**config.mk**
```make
export PLATFORM = sky130hd
export DESIGN_NAME = freq_chg_seq
export DESIGN_NICKNAME = d
export VERILOG_FILES = /design/src/rtl/freq_chg_pkg.sv /design/src/rtl/fcs_timer.sv /design/src/rtl/fcs_cfg_hold.sv /design/src/rtl/freq_chg_seq.sv
export SDC_FILE = /design/constraint.sdc
export NUM_CORES = 1
export LEC_CHECK = 0
export ABC_AREA = 1
export CORE_AREA = 2 2 91 93
export CTS_CLUSTER_DIAMETER = 30
export DETAILED_ROUTE_END_ITERATION = 16
export DIE_AREA = 0 0 93 95
export DONT_BUFFER_PORTS = 1
export PLACE_DENSITY = 0.49
export SYNTH_ARGS = -nofsm -noshare
export SYNTH_HDL_FRONTEND = slang
export SYNTH_HIERARCHICAL = 1
export SYNTH_SLANG_ARGS = --single-unit
export TNS_END_PERCENT = 1
```
**constraint.sdc**
```tcl
create_clock -name clk -period 1.95 [get_ports clk]
set_input_delay 0.39 -clock clk [delete_from_list [all_inputs] [get_ports clk]]
set_output_delay 0.39 -clock clk [all_outputs]
set_load 0.005 [all_outputs]
```
**src/rtl/freq_chg_pkg.sv**
```systemverilog
// Shared types for the frequency change sequencer.
// Assumes a two-bit command bus decoded by the command path downstream.
package freq_chg_pkg;

    typedef enum logic [1:0] {
        DCMD_NOP     = 2'b00,
        DCMD_PRE_ALL = 2'b01,
        DCMD_DLL_RST = 2'b10
    } dram_cmd_e;

    typedef enum logic [2:0] {
        ST_IDLE,
        ST_PRE,
        ST_DRAIN,
        ST_MARGIN,
        ST_SWITCH,
        ST_XP,
        ST_DLL,
        ST_RELOCK
    } seq_st_e;

endpackage

```
**src/rtl/fcs_timer.sv**
```systemverilog
// Down-counting interval timer.
// Loads load_val on load, then counts down one per cycle and holds at zero.
// expired is high while the count is zero. Assumes load is a single-cycle pulse.
module fcs_timer #(
    parameter int W = 4
) (
    input  logic         clk,
    input  logic         rst_n,
    input  logic         load,
    input  logic [W-1:0] load_val,
    output logic         expired
);

    logic [W-1:0] cnt_q;

    // Load or count down toward zero.
    always_ff @(posedge clk) begin
        if (!rst_n)
            cnt_q <= '0;
        else if (load)
            cnt_q <= load_val;
        else if (cnt_q != '0)
            cnt_q <= cnt_q - 1'b1;
    end

    assign expired = (cnt_q == '0);

    // an expired timer does not wrap when no load comes in.
    p_no_wrap_r4: assert property (@(posedge clk) disable iff (!rst_n)
        (!load && expired) |=> expired);

    // a load of a nonzero value makes the timer pending next cycle.
    p_load_pending_r4: assert property (@(posedge clk) disable iff (!rst_n)
        (load && load_val != '0) |=> !expired);

endmodule

```
**src/rtl/fcs_cfg_hold.sv**
```systemverilog
// Captures the timing configuration and open-bank status at sequence start.
// Assumes capture is a single-cycle pulse at request acceptance.
module fcs_cfg_hold #(
    parameter int CFG_W = 4
) (
    input  logic             clk,
    input  logic             rst_n,
    input  logic             capture,
    input  logic [CFG_W-1:0] trp_in,
    input  logic [CFG_W-1:0] taofd_in,
    input  logic [CFG_W-1:0] txp_in,
    input  logic             bank_in,
    output logic [CFG_W-1:0] trp_q,
    output logic [CFG_W-1:0] taofd_q,
    output logic [CFG_W-1:0] txp_q,
    output logic             bank_q
);

    // Hold the configuration for the whole sequence.
    always_ff @(posedge clk) begin
        if (!rst_n) begin
            trp_q   <= '0;
            taofd_q <= '0;
            txp_q   <= '0;
            bank_q  <= 1'b0;
        end else if (capture) begin
            trp_q   <= trp_in;
            taofd_q <= taofd_in;
            txp_q   <= txp_in;
            bank_q  <= bank_in;
        end
    end

    // held values change only on a capture.
    p_hold_stable_r10: assert property (@(posedge clk) disable iff (!rst_n)
        !capture |=> $stable(trp_q) && $stable(taofd_q) && $stable(txp_q) && $stable(bank_q));

endmodule

```
**src/rtl/freq_chg_seq.sv**
```systemverilog
// Frequency change sequencer: walks the device through precharge, termination
// off, power-down, clock switch, power-down exit, DLL reset and relock.
// Assumes the device is otherwise idle once a request is accepted and that
// RELOCK_CYC and MARGIN are at least 1. All outputs decode from the state register.
module freq_chg_seq
    import freq_chg_pkg::*;
#(
    parameter int CFG_W      = 4,
    parameter int MARGIN     = 2,
    parameter int RELOCK_CYC = 200
) (
    input  logic             clk,
    input  logic             rst_n,
    input  logic             chg_req,
    input  logic             bank_open,
    input  logic             clk_stable,
    input  logic             odt_req,
    input  logic [CFG_W-1:0] cfg_trp,
    input  logic [CFG_W-1:0] cfg_taofd,
    input  logic [CFG_W-1:0] cfg_txp,
    output logic [1:0]       cmd,
    output logic             cke,
    output logic             odt_en,
    output logic             clk_sw_ok,
    output logic             ready
);

    localparam int MG_W  = $clog2(MARGIN + 1);
    localparam int RLK_W = $clog2(RELOCK_CYC + 1);
    localparam logic [MG_W-1:0]  MG_LOAD  = MG_W'(MARGIN - 1);
    localparam logic [RLK_W-1:0] RLK_LOAD = RLK_W'(RELOCK_CYC - 1);

    seq_st_e          state_q, state_d;
    logic             accept;
    logic [CFG_W-1:0] h_trp, h_taofd, h_txp;
    logic             h_bank;
    logic             trp_exp, aofd_exp, mg_exp, xp_exp, rlk_exp;
    logic             drain_done, stable_seen;

    assign accept      = (state_q == ST_IDLE) && chg_req;
    assign drain_done  = (state_q == ST_DRAIN) && trp_exp && aofd_exp;
    assign stable_seen = (state_q == ST_SWITCH) && clk_stable;

    fcs_cfg_hold #(.CFG_W(CFG_W)) u_hold (
        .clk(clk), .rst_n(rst_n), .capture(accept),
        .trp_in(cfg_trp), .taofd_in(cfg_taofd), .txp_in(cfg_txp), .bank_in(bank_open),
        .trp_q(h_trp), .taofd_q(h_taofd), .txp_q(h_txp), .bank_q(h_bank)
    );

    fcs_timer #(.W(CFG_W)) u_trp (
        .clk(clk), .rst_n(rst_n), .load(state_q == ST_PRE),
        .load_val(h_bank ? h_trp : '0), .expired(trp_exp)
    );

    fcs_timer #(.W(CFG_W)) u_aofd (
        .clk(clk), .rst_n(rst_n), .load(state_q == ST_PRE),
        .load_val(h_taofd), .expired(aofd_exp)
    );

    fcs_timer #(.W(MG_W)) u_margin (
        .clk(clk), .rst_n(rst_n), .load(drain_done),
        .load_val(MG_LOAD), .expired(mg_exp)
    );

    fcs_timer #(.W(CFG_W)) u_txp (
        .clk(clk), .rst_n(rst_n), .load(stable_seen),
        .load_val(h_txp), .expired(xp_exp)
    );

    fcs_timer #(.W(RLK_W)) u_relock (
        .clk(clk), .rst_n(rst_n), .load(state_q == ST_DLL),
        .load_val(RLK_LOAD), .expired(rlk_exp)
    );

    // Next-state selection for the sequence.
    always_comb begin
        state_d = state_q;
        case (state_q)
            ST_IDLE:   if (chg_req)     state_d = ST_PRE;
            ST_PRE:                     state_d = ST_DRAIN;
            ST_DRAIN:  if (drain_done)  state_d = ST_MARGIN;
            ST_MARGIN: if (mg_exp)      state_d = ST_SWITCH;
            ST_SWITCH: if (clk_stable)  state_d = ST_XP;
            ST_XP:     if (xp_exp)      state_d = ST_DLL;
            ST_DLL:                     state_d = ST_RELOCK;
            ST_RELOCK: if (rlk_exp)     state_d = ST_IDLE;
            default:                    state_d = ST_IDLE;
        endcase
    end

    // State register.
    always_ff @(posedge clk) begin
        if (!rst_n) state_q <= ST_IDLE;
        else        state_q <= state_d;
    end

    // Output decode from the state register.
    always_comb begin
        cmd = DCMD_NOP;
        if (state_q == ST_PRE && h_bank) cmd = DCMD_PRE_ALL;
        if (state_q == ST_DLL)           cmd = DCMD_DLL_RST;
        cke       = !(state_q == ST_MARGIN || state_q == ST_SWITCH);
        odt_en    = (state_q == ST_IDLE) && odt_req;
        clk_sw_ok = (state_q == ST_SWITCH);
        ready     = (state_q == ST_IDLE);
    end

    // the ready state drives a powered-up, quiet bus.
    p_ready_quiet_r1: assert property (@(posedge clk) disable iff (!rst_n)
        ready |-> (cke && cmd == DCMD_NOP && !clk_sw_ok));

    // termination stays off while not ready.
    p_odt_off_r3: assert property (@(posedge clk) disable iff (!rst_n)
        !ready |-> !odt_en);

    // the switch window only exists with CKE low.
    p_sw_cke_low_r5: assert property (@(posedge clk) disable iff (!rst_n)
        clk_sw_ok |-> !cke);

    // a stable clock in the window raises CKE next cycle.
    p_cke_rise_r6: assert property (@(posedge clk) disable iff (!rst_n)
        (clk_sw_ok && clk_stable) |=> (cke && !clk_sw_ok));

    // the DLL reset lasts a single cycle.
    p_dll_single_r7: assert property (@(posedge clk) disable iff (!rst_n)
        (cmd == DCMD_DLL_RST) |=> (cmd == DCMD_NOP));

    // no command while in power-down.
    p_nop_pd_r9: assert property (@(posedge clk) disable iff (!rst_n)
        !cke |-> (cmd == DCMD_NOP));

    // a request only leaves the ready state from ready.
    p_req_from_idle_r11: assert property (@(posedge clk) disable iff (!rst_n)
        $fell(ready) |-> $past(chg_req));

endmodule

```
### Word-level counts from Yosys, hierarchy flattened

Cells that the tools add are included.

* logic and storage cells: 78
* output and inout bits: 6
* input bits: 18
* flip-flop bits (word level): 38

* multiplexer cells: 20
* equality and inequality tests: 13
* bitwise operators: 1
* add/subtract/negate cells: 5
* reduce and logical (&&, ||, !) cells: 27

Operator list (number)
* $mux 4: 7
* $pmux 3 s8: 1
* $mux 3: 6
* $mux 8: 2
* $eq 3x3->1 const B: 4
* $logic_not 4->1: 3
* $reduce_bool 2->1: 6
* $reduce_bool 4->1: 3
* $sub 4x1->4 const B: 3
* $ne 2x2->1 const B: 5
* $logic_not 8->1: 1
* $reduce_bool 8->1: 1
* $sub 8x1->8 const B: 1
* $eq 3x2->1 const B: 2
* $logic_and 1x1->1: 6
* $reduce_and 6->1: 1
* $reduce_or 2->1: 2
* $eq 3x1->1 const B: 1
* $logic_not 3->1: 1
* $mux 1: 3
* $logic_not 2->1: 1
* $mux 2: 1
* $ne 2x1->1 const B: 1
* $sub 2x1->2 const B: 1
* 3 further kinds: 3

### Logic depth before layout (Yosys ltp)

Gate-level depths: netlist of the first run.

* depth after elaboration: 5
* mapped depth: 11
* depth with buffers taken out: 11

### Modules after synthesis

Netlist of the first run, hierarchy kept.

By module, submodules not included
* fcs_timer (u_aofd ...): sequential area each 80.1 um^2, times used 3, cells each 40, area an instance 247.7 um^2
* fcs_cfg_hold: sequential area each 260.2 um^2, times used 1, cells each 82, area an instance 545.5 um^2
* fcs_timer (u_relock): sequential area each 160.2 um^2, times used 1, cells each 70, area an instance 478.0 um^2
* freq_chg_seq: sequential area each 60.1 um^2, times used 1, cells each 81, area an instance 419.2 um^2
* fcs_timer (u_margin): sequential area each 40.0 um^2, times used 1, cells each 16, area an instance 110.1 um^2

### Worst setup path after synthesis of the first run

OpenSTA, ideal clock, no wires.

* kind: reg-to-reg
* from: register state_q[0]
* to: register u_txp.cnt_q[3]
* path buffers: 0
* setup time: 0.111 ns
* setup slack: 0.447 ns
* data arrival time: 1.391 ns
* period minus slack after synthesis: 1.503 ns
* cell stages (with the launch flop): 8
* cells stage by stage: dfxtp_1 -> nor2_2 -> inv_1 -> nor3_1 -> inv_2 -> or2_0 -> nand3_1 -> nor2_1

* cells in the longest elaborated chain, start to end: 3
* elaborated cells between the ends (all ways): 4
* classes of those cells: 1 x eq/ne; 1 x mux; 2 x reduce/logical

RTL lines
* from (decl): line freq_chg_seq.sv:33 `seq_st_e state_q, state_d;`
* from (signal assigned): line freq_chg_seq.sv:94 `else state_q <= state_d;`
* $eq 3x3->1 (*): line freq_chg_seq.sv:42 `assign stable_seen = (state_q == ST_SWITCH) && clk_stable;`
* $logic_and 1x1->1 (*): line freq_chg_seq.sv:42
* net stable_seen: line freq_chg_seq.sv:38 `logic drain_done, stable_seen;`
* $mux 4 or $reduce_bool 2->1 (tied branches)
* to (signal assigned): line fcs_timer.sv:21 `cnt_q <= load_val;`
* to (signal assigned): line fcs_timer.sv:23 `cnt_q <= cnt_q - 1'b1;`
* to (decl): line fcs_timer.sv:14 `logic [W-1:0] cnt_q;`

The timed path passes the listed nets; every way through them passes the cells marked *.
A chain may end at the register's enable or synchronous reset.

### Final worst setup path of the first run

* from: register state_q[1]
* to: output cmd[1]

* cells in the longest elaborated chain, start to end: 2

RTL lines
* $eq 3x3->1: line freq_chg_seq.sv:101 `if (state_q == ST_DLL) cmd = DCMD_DLL_RST;`
* $mux 2: line freq_chg_seq.sv:101
* to (decl): line freq_chg_seq.sv:21 `output logic [1:0] cmd,`

No other way between the ends.

==> insert_results.sql, run 1 <==
INSERT INTO impl_metrics (metric_group, metric, value, unit) VALUES
('clock_tree', 'post_cts.resized_instances', '0', ''),
('clock_tree', 'clock_tree_from_tritoncts', 'yes', ''),
('routing', 'drt_pre_antenna_iters', '4', ''),
('worst_setup_path', 'critPathMaxStageDelay', '0.44', 'ns'),
('clock_tree', 'clkTransAtPathRegs', '0.08', 'ns'),
('worst_setup_path', 'timing.critical_path.cells', 'inv_2, nor2_1, nand2_1, inv_1, buf_4', ''),
('global_routing', 'antenna_found_initial', '0', ''),
('finish', 'number_of_filler_instances_in_the_final_layout', '903', ''),
('power', 'p_int', '2.381', 'mW'),
('global_routing', 'overflow', '0', ''),
('worst_setup_path', 'cp.arrival', '1.39', 'ns'),
('die', 'dieWidth', '93', 'um'),
('routing', 'vias', '2061', ''),
('finish', 'layout_common_cells', '89 x nand2_1, 69 x nor2_1, 58 x inv_1, 38 x dfxtp_1, 22 x a21oi_1', ''),
('worst_setup_path', 'critical_path_required', '1.56', 'ns'),
('clock_tree', 'numCtsBuffers', '5', ''),
('routing', 'drt_first_iter_violations', '55', ''),
('synth', 'synth.yosys.warnings', '6', ''),
('routing', 'detail_route.wirelength', '4.579', 'mm'),
('power', 'power.share.sequential', '31.1', '%'),
('global_routing', 'first_global_vias', '1989', ''),
('finish', 'layout.nets', '406', ''),
('synth', 'synth_area', '0.002296', 'mm2'),
('routing', 'antenna_violating_nets_post_route', '0', ''),
('routing', 'drc_errors', '0', ''),
('synth', 'syn_avg_cell_area', '6.222', 'um2'),
('sta', 'totalNegativeSetupSlack', '0', 'ns'),
('clock_tree', 'htree_levels', '2', ''),
('synth', 'ff_latch_count_synth', '38', ''),
('clock_tree', 'worstSkewPairLatency', '0.28', 'ns'),
('power', 'power.density', '1608', 'mW/mm2'),
('sta', 'layout_min_cycle_time', '1.781', 'ns'),
('global_routing', 'gr-usage-met2', '19.93', '%'),
('die', 'die_h', '95', 'um'),
('sta', 'rsz_0062_raised_after_global_routing', 'no', ''),
('status', 'run_status', 'complete, no violations', ''),
('power', 'power.switching_fraction', '42.69', '%'),
('die', 'start_util', '28.96', '%'),
('die', 'io-pin-count', '24', ''),
('worst_setup_path', 'critical_path_buffer_and_inverter_count', '3', ''),
('global_routing', 'grt_max_degree', '31', ''),
('power', 'net-switching-power', '1.774', 'mW'),
('sta', 'report.final.setup_viol', '0', ''),
('worst_setup_path', 'setup.worst_path.class', 'reg -> out', ''),
('worst_setup_path', 'critical_path.top_delay_family', 'buffers and inverters', ''),
('global_routing', 'globalRouteTotalUtil', '11.54', '%'),
('global_routing', 'global_route_wire_length_before_repair', '8.286', 'mm'),
('finish', 'insertedDiodeCount', '0', ''),
('synth', 'synth-seq-area-share', '33.13', '%'),
('synth', 'synth_edf_count', '0', ''),
('synth', 'synth.distinct_cells', '28', ''),
('die', 'core.rowCount', '33', ''),
('synth', 'syn-instance-count', '369', ''),
('global_routing', 'global_route.usage.met3', '2.873', '%'),
('power', 'ir_worst_vdd', '0.0004438', 'V'),
('clock_tree', 'post_cts.repair.setup_buffers', '0', ''),
('finish', 'mostFrequentLayoutCell', 'nand2_1', ''),
('worst_setup_path', 'cp_max_fo', '7', ''),
('power', 'comb_power_share', '49.0', '%'),
('clock_tree', 'clock_sinks', '38', ''),
('die', 'placeableCoreArea', '0.007928', 'mm2'),
('sta', 'hold_viol', '0', ''),
('placement', 'gp_routability_congestion', '0.8207', ''),
('worst_setup_path', 'crit_path_start_kind', 'flop', ''),
('placement', 'hpwlAfterDp', '3.419', 'mm'),
('routing', 'post_drt_via_cell_ratio', '4.215', ''),
('synth', 'synth_top_flop_cell', 'dfxtp_1', ''),
('clock_tree', 'cts_hold_buffers', '0', ''),
('global_routing', 'globalRoute.busiestLayer', 'met2', ''),
('global_routing', 'grt.met1_usage', '14.04', '%'),
('die', 'area_of_the_die', '0.008835', 'mm2');
[cells by family after synthesis]
logic type	Yosys count	synth area share [%]
compound gates	39	8.611
xor+xnor	3	1.145
flops	38	33.13
fa+ha+maj	5	2.725
other cells	2	0.3271
buf+inv	73	13.30
simple gates	209	40.76
[Yosys cell counts, types with 2 or more instances]
master	number	area share, %
inv_2	9	1.5
o21ai_0	12	2.6
a21oi_1	22	4.8
xnor2_1	2	0.76
nand4_1	7	1.9
nor3_1	5	1.1
buf_6	3	1.5
nor2_1	69	11
nor3_2	2	0.87
or2_0	4	1.1
nor2_2	3	0.82
nand3_1	17	3.7
nand2_1	89	15
conb_1	2	0.33
buf_4	2	0.65
inv_1	58	9.5
nand3_2	5	2.2
ha_1	5	2.7
o21ai_1	4	0.87
dfxtp_1	38	33
nand2_2	4	1.1
[worst register-to-register path: cells and delay by family, from the launching register on]
family	cells	cell delay [ns]
and+or+nand+nor	6	0.63
buffers and inverters	2	0.20
DFF	1	0.32
AOI/OAI and AO/OA	1	0.14
adders and majority gates	1	0.25
[state kept, by name, summed over array words and instances (netlist names)]
| name | count |
|---|---|
| u_aofd/cnt_q | 4 |
| u_trp/cnt_q | 4 |
| u_margin/cnt_q | 2 |
| u_hold/trp_q | 4 |
| u_txp/cnt_q | 4 |
| state_q | 3 |
| u_hold/bank_q | 1 |
| u_hold/txp_q | 4 |
| u_relock/cnt_q | 8 |
| u_hold/taofd_q | 4 |
[power groups by stage]
| stage | sequential [mW] | combinational (mW) | clock, mW |
|---|---|---|---|
| 6_report | 1.29 | 2.04 | 0.826 |
| 5_1_grt | 1.34 | 2.42 | 0.886 |
| 4_1_cts | 1.29 | 2.06 | 0.858 |
| 3_5_place_dp | 1.31 | 2.05 | 0 |
| 3_3_place_gp | 1.30 | 2.05 | 0 |
| 2_1_floorplan | 1.25 | 1.77 | 0 |
[stage by stage]
stage / power, mW / worst slack (ns) / cell area [um2] / cells / hold WS [ns]
CTS: 4.213 / 0.1422 / 2584 / 489 / 0.2028
floorplan: 3.016 / 0.4474 / 2326 / 377 / 0.4407
detailed placement: 3.358 / 0.3817 / 2441 / 481 / 0.4538
global route: 4.641 / 0.03789 / 2584 / 489 / 0.2091
finish: 4.155 / 0.1690 / 2584 / 489 / 0.2141
global placement: 3.349 / 0.3722 / 2441 / 481 / 0.4511
[routing by layer]
| metal | vias up | share of wire (%) |
|---|---|---|
| li1 | 1146 | - |
| met1 | 888 | 50 |
| met2 | 22 | 46 |
| met3 | 5 | 2.8 |
| met4 | 0 | 1.1 |
| met5 | - | 0 |
[final cells by class]
| cell class | count | area, um2 | share of cell area, % |
|---|---|---|---|
| inverters | 67 | 251.5 | 9.734 |
| repair buffers | 5 | 37.54 | 1.453 |
| flip-flops and latches | 38 | 760.7 | 29.44 |
| clock buffers | 6 | 82.58 | 3.196 |
| well taps | 105 | 131.4 | 5.085 |
| clock inverters | 2 | 60.06 | 2.324 |
| multi-input cells | 266 | 1260 | 48.77 |
[worst paths after layout]
kind	start	to	slack, ns	cells after the start
worst max-delay path	state_q[1]	cmd[1]	0.17	5
worst min-delay path	rst_n	u_hold/taofd_q[0]	0.21	2
worst max register to register	u_relock/cnt_q[0]	state_q[2]	0.36	10
worst min register to register	u_hold/txp_q[2]	u_txp/cnt_q[2]	0.47	2
Note: power is estimated with default switching activity, not from simulation.
==> run 2: changes to the inputs <==
--- a/config.mk
+++ b/config.mk
@@ -11,7 +11,6 @@
 export DETAILED_ROUTE_END_ITERATION = 16
 export DIE_AREA = 0 0 93 95
 export DONT_BUFFER_PORTS = 1
-export PLACE_DENSITY = 0.49
 export SYNTH_ARGS = -nofsm -noshare
 export SYNTH_HDL_FRONTEND = slang
 export SYNTH_HIERARCHICAL = 1
==> constraint.sdc (replaced) <==
create_clock -name clk -period 1.9 [get_ports clk]
set_input_delay 0.38 -clock clk [delete_from_list [all_inputs] [get_ports clk]]
set_output_delay 0.38 -clock clk [all_outputs]
set_load 0.005 [all_outputs]
==> run 2 against run 1 <==
  * Non-clock buffer count did not move
  * Hold slack got worse by 0.0090 ns
  * Largest cell class unchanged
  * Sequential power rose by 3%
  * Utilization fell by 0.38 points
  * Wire length fell by 2.0%
  * Power fell by 1.1%
==> insert_results.sql, run 2 (synthesis gave the netlist of run 1 again) <==
INSERT INTO impl_metrics (metric_group, metric, value, unit) VALUES
('die', 'core.rowCount', '33', ''),
('routing', 'routed.top_layer', 'met4', ''),
('worst_setup_path', 'critPathMaxStageDelay', '0.38', 'ns'),
('worst_setup_path', 'cp_max_fo', '6', ''),
('finish', 'ff_latch_area', '760.7', 'um2'),
('finish', 'mostFrequentLayoutCell', 'nand2_1', ''),
('global_routing', 'globalRouteTotalUtil', '11.17', '%'),
('sta', 'fmax', '583.2', 'MHz'),
('finish', 'layout_common_cells', '89 x nand2_1, 69 x nor2_1, 58 x inv_1, 38 x dfxtp_1, 22 x a21oi_1', ''),
('clock_tree', 'post_cts.resized_instances', '0', ''),
('clock_tree', 'worstSkewPairLatency', '0.30', 'ns'),
('sta', 'report.final.setup_viol', '0', ''),
('global_routing', 'first_global_vias', '1864', ''),
('routing', 'm1WireLength', '2.341', 'mm'),
('finish', 'areaGrowthSynthToFinish', '11.23', '%'),
('routing', 'detail_route.wirelength', '4.489', 'mm'),
('die', 'io-pin-count', '24', ''),
('die', 'placeableCoreArea', '0.007928', 'mm2'),
('worst_setup_path', 'worst_setup_path_endpoint', 'odt_en', ''),
('routing', 'post_drt_via_cell_ratio', '4.215', ''),
('routing', 'drt_first_iter_violations', '76', ''),
('global_routing', 'global_route_wire_length_before_repair', '7.955', 'mm'),
('finish', 'multi_input_area', '0.001260', 'mm2'),
('worst_setup_path', 'rr_startpoint', 'state_q[0]', ''),
('sta', 'finClkSkew', '0.002544', 'ns'),
('routing', 'antenna_violating_nets_post_route', '0', ''),
('clock_tree', 'htree_levels', '2', ''),
('die', 'area_of_the_die', '0.008835', 'mm2'),
('finish', 'insertedDiodeCount', '0', ''),
('worst_setup_path', 'setup.worst_path.class', 'reg -> out', ''),
('clock_tree', 'clk_path_buf_depth', '2', ''),
('die', 'die_h', '95', 'um'),
('power', 'p_total', '4.110', 'mW'),
('clock_tree', 'clkTransAtPathRegs', '0.07', 'ns'),
('sta', 'rsz_0062_raised_after_global_routing', 'no', ''),
('power', 'ir_worst_vdd', '0.0004966', 'V'),
('routing', 'vias', '2057', ''),
('clock_tree', 'clock_tree_root', 'clkbuf_8', ''),
('worst_setup_path', 'critical_path.top_delay_family', 'simple AND/OR/NAND/NOR gates', ''),
('clock_tree', 'numCtsBuffers', '5', ''),
('routing', 'drc_errors', '0', ''),
('global_routing', 'antenna_found_initial', '0', ''),
('worst_setup_path', 'critical_path_buffer_and_inverter_count', '2', ''),
('finish', 'number_of_flip_flops_in_the_largest_register', '8', ''),
('worst_setup_path', 'worst-r2r-setup-slack', '0.32', 'ns'),
('power', 'p_leak', '1.276', 'nW'),
('die', 'dieWidth', '93', 'um'),
('sta', 'maxSlewViolCount', '0', ''),
('finish', 'finalInstanceArea', '0.002554', 'mm2'),
('worst_setup_path', 'worstSetupEndpointType', 'output pin', ''),
('sta', 'hold_viol', '0', ''),
('worst_setup_path', 'critical_path_required', '1.52', 'ns'),
('worst_setup_path', 'timing.rr.end', 'u_hold/taofd_q[3]', ''),
('worst_setup_path', 'critical_path_depth', '5', ''),
('placement', 'hpwlAfterDp', '3.331', 'mm'),
('placement', 'buffer_ports.inserted', '0', ''),
('routing', 'met3RoutedLength', '225', 'um'),
('die', 'start_util', '28.96', '%'),
('worst_setup_path', 'cp.arrival', '1.33', 'ns'),
('global_routing', 'grt_max_degree', '31', ''),
('sta', 'fin_worst_hold_slack', '0.2051', 'ns'),
('routing', 'wire_per_inst', '9.199', 'um'),
('worst_setup_path', 'crit_path_start_kind', 'flop', ''),
('clock_tree', 'post_cts.repair.setup_buffers', '0', ''),
('sta', 'layout_min_cycle_time', '1.715', 'ns'),
('global_routing', 'overflow', '0', ''),
('placement', 'post_dp_area', '0.002441', 'mm2'),
('worst_setup_path', 'worst_setup_path_startpoint', 'state_q[0]', ''),
('clock_tree', 'clock_sinks', '38', ''),
('sta', 'totalNegativeSetupSlack', '0', 'ns'),
('finish', 'number_of_filler_instances_in_the_final_layout', '899', ''),
('worst_setup_path', 'timing.critical_path.cells', 'nor2_2, inv_1, nor2_1, inv_1, nor2_1', ''),
('finish', 'fraction_of_layout_instances_using_a_drive_strength_above_1', '9.922', '%'),
('finish', 'layout.nets', '406', ''),
('status', 'run_status', 'complete, no violations', ''),
('power', 'power.density', '1609', 'mW/mm2'),
('job', 'cap_viol_max_count', '0', ''),
('sta', 'layout_worst_path_cycle_share', '90.24', '%'),
('clock_tree', 'clock_tree_from_tritoncts', 'yes', ''),
('routing', 'drt_pre_antenna_iters', '4', ''),
('worst_setup_path', 'timing.critical_path.slowest_stage_cell', 'dfxtp_1', ''),
('routing', 'wl_met2', '1.877', 'mm'),
('placement', 'gp_routability_congestion', '0.7859', ''),
('finish', 'registers.top_by_ff_count', 'u_relock/cnt_q', ''),
('worst_setup_path', 'r2r.worst_path.cells', '9', ''),
('clock_tree', 'cts_hold_buffers', '0', ''),
('worst_hold_path', 'hold_path.class', 'in -> reg', '');
[run 2: changes by cell type in the layout (fill, tap and decap cells not counted), sizes merged]
cell    change
bufinv      -1
[run 2: report_power, final]
part	switching, mW	internal [mW]	total (mW)
clock	0.281	0.420	0.701
sequential	0.231	1.10	1.33
combinational	1.29	0.788	2.08
total	1.81	2.30	4.11
[run 2: worst register-to-register path: cells and delay by family, from the launching register on]
kind                   cells  cell delay [ns]
buffers and inverters      3             0.44
DFF                        1             0.38
and+or+nand+nor            6             0.66
[run 2: per-stage QoR]
| step | utilization, % | instances | setup WS [ns] |
|---|---|---|---|
| 2_1_floorplan | - | 377 | 0.3974 |
| 3_3_place_gp | 30.79 | 481 | 0.3448 |
| 3_5_place_dp | 30.79 | 481 | 0.3565 |
| 4_1_cts | 32.21 | 488 | 0.1884 |
| 5_1_grt | 32.21 | 488 | 0.04222 |
| 6_report | 32.21 | 488 | 0.1854 |
[run 2: per-layer routing]
layer	up-vias	GRT usage, %
met2	30	17.15
li1	1144	-
met3	5	4.150
met1	878	14.81
met5	-	0
met4	0	2.941
[run 2: worst min path at each step]
stage	slack [ns]	cells after the start	to	startpoint
6_report	0.21	2	u_txp/cnt_q[2]	rst_n
5_1_grt	0.18	2	u_hold/trp_q[3]	rst_n
4_1_cts	0.20	2	u_hold/txp_q[3]	rst_n
3_5_place_dp	0.46	2	u_txp/cnt_q[2]	u_hold/txp_q[2]
3_3_place_gp	0.45	2	u_txp/cnt_q[2]	u_hold/txp_q[2]
2_1_floorplan	0.44	2	u_txp/cnt_q[2]	u_hold/txp_q[2]
[run 2: layout make-up]
cell class	instances	area share (%)
tap	105	5.145
clock buffer	6	3.234
sequential	38	29.79
clock inverter	1	1.176
multi-input combinational	266	49.34
timing repair buffer	5	1.470
inverter	67	9.848
==> run 3: changes to the inputs <==
==> constraint.sdc (replaced) <==
create_clock -name clk -period 1.9 [get_ports clk]
set_input_delay 0.38 -clock clk [delete_from_list [all_inputs] [get_ports clk]]
set_output_delay 0.38 -clock clk [all_outputs]
set_load 0.1 [all_outputs]
==> run 3 against run 2 <==
  * Clock power about the same
  * Critical endpoint unchanged
  * Via count increased by 2.4%
  * Largest cell class unchanged
  * Design area increased by 4.6%
  * Worst setup slack got worse by 0.10 ns
  * First-iteration DRC count increased by 24%
  * Non-clock buffer count increased by 5
  * Die area unchanged
  * Utilization increased by 1.5 points
  * Sequential power about the same
  * Final cell count increased by 1.0%
==> insert_results.sql, run 3 (synthesis gave the netlist of run 1 again) <==
INSERT INTO impl_metrics (metric_group, metric, value, unit) VALUES
('die', 'placeableCoreArea', '0.007928', 'mm2'),
('sta', 'totalNegativeSetupSlack', '0', 'ns'),
('clock_tree', 'clk_path_buf_depth', '2', ''),
('routing', 'drt_first_iter_violations', '94', ''),
('sta', 'rsz_0062_raised_after_global_routing', 'yes', ''),
('finish', 'layout.nets', '411', ''),
('sta', 'fin_worst_hold_slack', '0.2013', 'ns'),
('job', 'cap_viol_max_count', '0', ''),
('finish', 'ff_latch_area', '763.2', 'um2'),
('power', 'net-switching-power', '2.178', 'mW'),
('power', 'p_total', '4.602', 'mW'),
('placement', 'hpwlAfterDp', '3.457', 'mm'),
('sta', 'hold_viol', '0', ''),
('finish', 'registers.top_by_ff_count', 'u_relock/cnt_q', ''),
('worst_setup_path', 'worstSetupEndpointType', 'output pin', ''),
('die', 'io-pin-count', '24', ''),
('power', 'comb_power_share', '55.7', '%'),
('global_routing', 'antenna_found_initial', '0', ''),
('clock_tree', 'cts_hold_buffers', '0', ''),
('worst_setup_path', 'critPathMaxStageDelay', '0.38', 'ns'),
('sta', 'layout_worst_path_cycle_share', '95.53', '%'),
('power', 'power.share.sequential', '29.1', '%'),
('global_routing', 'global_route_wire_length_before_repair', '8.342', 'mm'),
('clock_tree', 'numCtsBuffers', '5', ''),
('global_routing', 'first_global_vias', '1906', ''),
('clock_tree', 'clock_tree_root', 'clkbuf_8', ''),
('sta', 'layout_min_cycle_time', '1.815', 'ns'),
('sta', 'fmax', '550.9', 'MHz'),
('finish', 'fraction_of_layout_instances_using_a_drive_strength_above_1', '13.40', '%'),
('power', 'power.density', '1723', 'mW/mm2'),
('die', 'area_of_the_die', '0.008835', 'mm2'),
('worst_setup_path', 'crit_path_start_kind', 'flop', ''),
('finish', 'number_of_flip_flops_in_the_largest_register', '8', ''),
('power', 'power_frac_clock', '15.2', '%'),
('worst_setup_path', 'timing.critical_path.slowest_stage_cell', 'dfxtp_1', ''),
('power', 'p_int', '2.424', 'mW'),
('power', 'power.switching_fraction', '47.33', '%'),
('finish', 'insertedDiodeCount', '0', ''),
('sta', 'finClkSkew', '0.01077', 'ns'),
('finish', 'stdcell_count', '493', ''),
('placement', 'buffer_ports.inserted', '0', ''),
('routing', 'vias', '2107', ''),
('finish', 'multi_input_area', '0.001296', 'mm2'),
('die', 'die_h', '95', 'um'),
('routing', 'drc_errors', '0', ''),
('routing', 'post_drt_via_cell_ratio', '4.274', ''),
('finish', 'mostFrequentLayoutCell', 'nand2_1', ''),
('placement', 'place.detailed.instances', '486', ''),
('global_routing', 'overflow', '0', ''),
('worst_setup_path', 'setup.worst_path.class', 'reg -> out', ''),
('worst_setup_path', 'critical_path_required', '1.52', 'ns'),
('routing', 'wire_per_inst', '9.286', 'um'),
('worst_setup_path', 'cp_max_fo', '6', ''),
('routing', 'drt_pre_antenna_iters', '4', ''),
('sta', 'report.final.setup_viol', '0', ''),
('worst_hold_path', 'hold_path.class', 'in -> reg', ''),
('global_routing', 'globalRouteTotalUtil', '11.74', '%'),
('die', 'core.rowCount', '33', ''),
('routing', 'detail_route.wirelength', '4.578', 'mm'),
('finish', 'final_core_utilization', '33.70', '%'),
('worst_setup_path', 'timing.critical_path.cells', 'nor2_2, inv_2, nor2_4, inv_2, nor2_4, buf_12', ''),
('placement', 'gp_routability_congestion', '0.8488', ''),
('clock_tree', 'clock_sinks', '38', ''),
('clock_tree', 'worstSkewPairLatency', '0.29', 'ns'),
('finish', 'number_of_filler_instances_in_the_final_layout', '896', ''),
('routing', 'antenna_violating_nets_post_route', '0', ''),
('status', 'run_status', 'complete, no violations', ''),
('worst_setup_path', 'cp.arrival', '1.44', 'ns'),
('finish', 'layout_common_cells', '89 x nand2_1, 65 x nor2_1, 56 x inv_1, 36 x dfxtp_1, 22 x a21oi_1', ''),
('power', 'p_leak', '1.317', 'nW'),
('sta', 'maxSlewViolCount', '0', ''),
('clock_tree', 'clkTransAtPathRegs', '0.08', 'ns'),
('die', 'start_util', '28.96', '%'),
('die', 'dieWidth', '93', 'um'),
('global_routing', 'grt_max_degree', '31', ''),
('clock_tree', 'clock_tree_from_tritoncts', 'yes', ''),
('finish', 'areaGrowthSynthToFinish', '16.35', '%'),
('clock_tree', 'htree_levels', '2', ''),
('power', 'ir_worst_vdd', '0.0005686', 'V');
-- run 3: cell count changes in the layout (fill, tap and decap cells not counted), sizes merged --
cell	change
buf	+5
-- run 3: critical path: cells and delay by family, from the launching register on --
kind          cells  cell delay (ns)
buf+inv           3             0.34
flops             1             0.38
simple gates      3             0.44
-- run 3: power groups by stage --
stage               logic (mW)  clock network, mW  registers, mW
detailed placement        2.56                  0           1.35
global placement          2.52                  0           1.35
floorplan                 2.17                  0           1.28
finish                    2.56              0.699           1.34
global route              2.93              0.766           1.39
CTS                       2.57              0.731           1.34
-- run 3: through the flow --
step / setup WS (ns) / instance area, um2
2_1_floorplan: -0.2025 / 2364
3_3_place_gp: 0.3411 / 2554
3_5_place_dp: 0.2906 / 2554
4_1_cts: 0.009921 / 2666
5_1_grt: -0.02886 / 2671
6_report: 0.08493 / 2671
-- run 3: layout make-up --
type                       instances  share of cell area (%)
clock buffer                       6                   3.091
inverter                          67                   9.415
tap                              105                   4.918
timing repair buffer              10                   4.356
clock inverter                     1                   1.124
sequential                        38                   28.57
multi-input combinational        266                   48.52
-- run 3: path summary, 6_finish.rpt --
kind,from,end,slack (ns),cells after the start
worst max-delay path,state_q[0],odt_en,0.08,6
worst min-delay path,rst_n,u_hold/taofd_q[0],0.20,2
worst max register to register,u_relock/cnt_q[0],state_q[2],0.28,10
worst min register to register,u_hold/taofd_q[2],u_aofd/cnt_q[2],0.47,2
-- run 3: routing by layer --
metal  vias up  part of all wire (%)  global-route usage (%)
met5         -                     0                       0
met4         0                   1.6                   5.392
met3         5                   3.2                   2.953
met2        24                    44                   19.02
met1       913                    51                   14.72
li1       1165                     -                       -
-- run 3: repair_timing --
item,CTS,global route
gates resized for setup,0,2
setup buffers,0,0
endpoints found under the setup margin,0,3
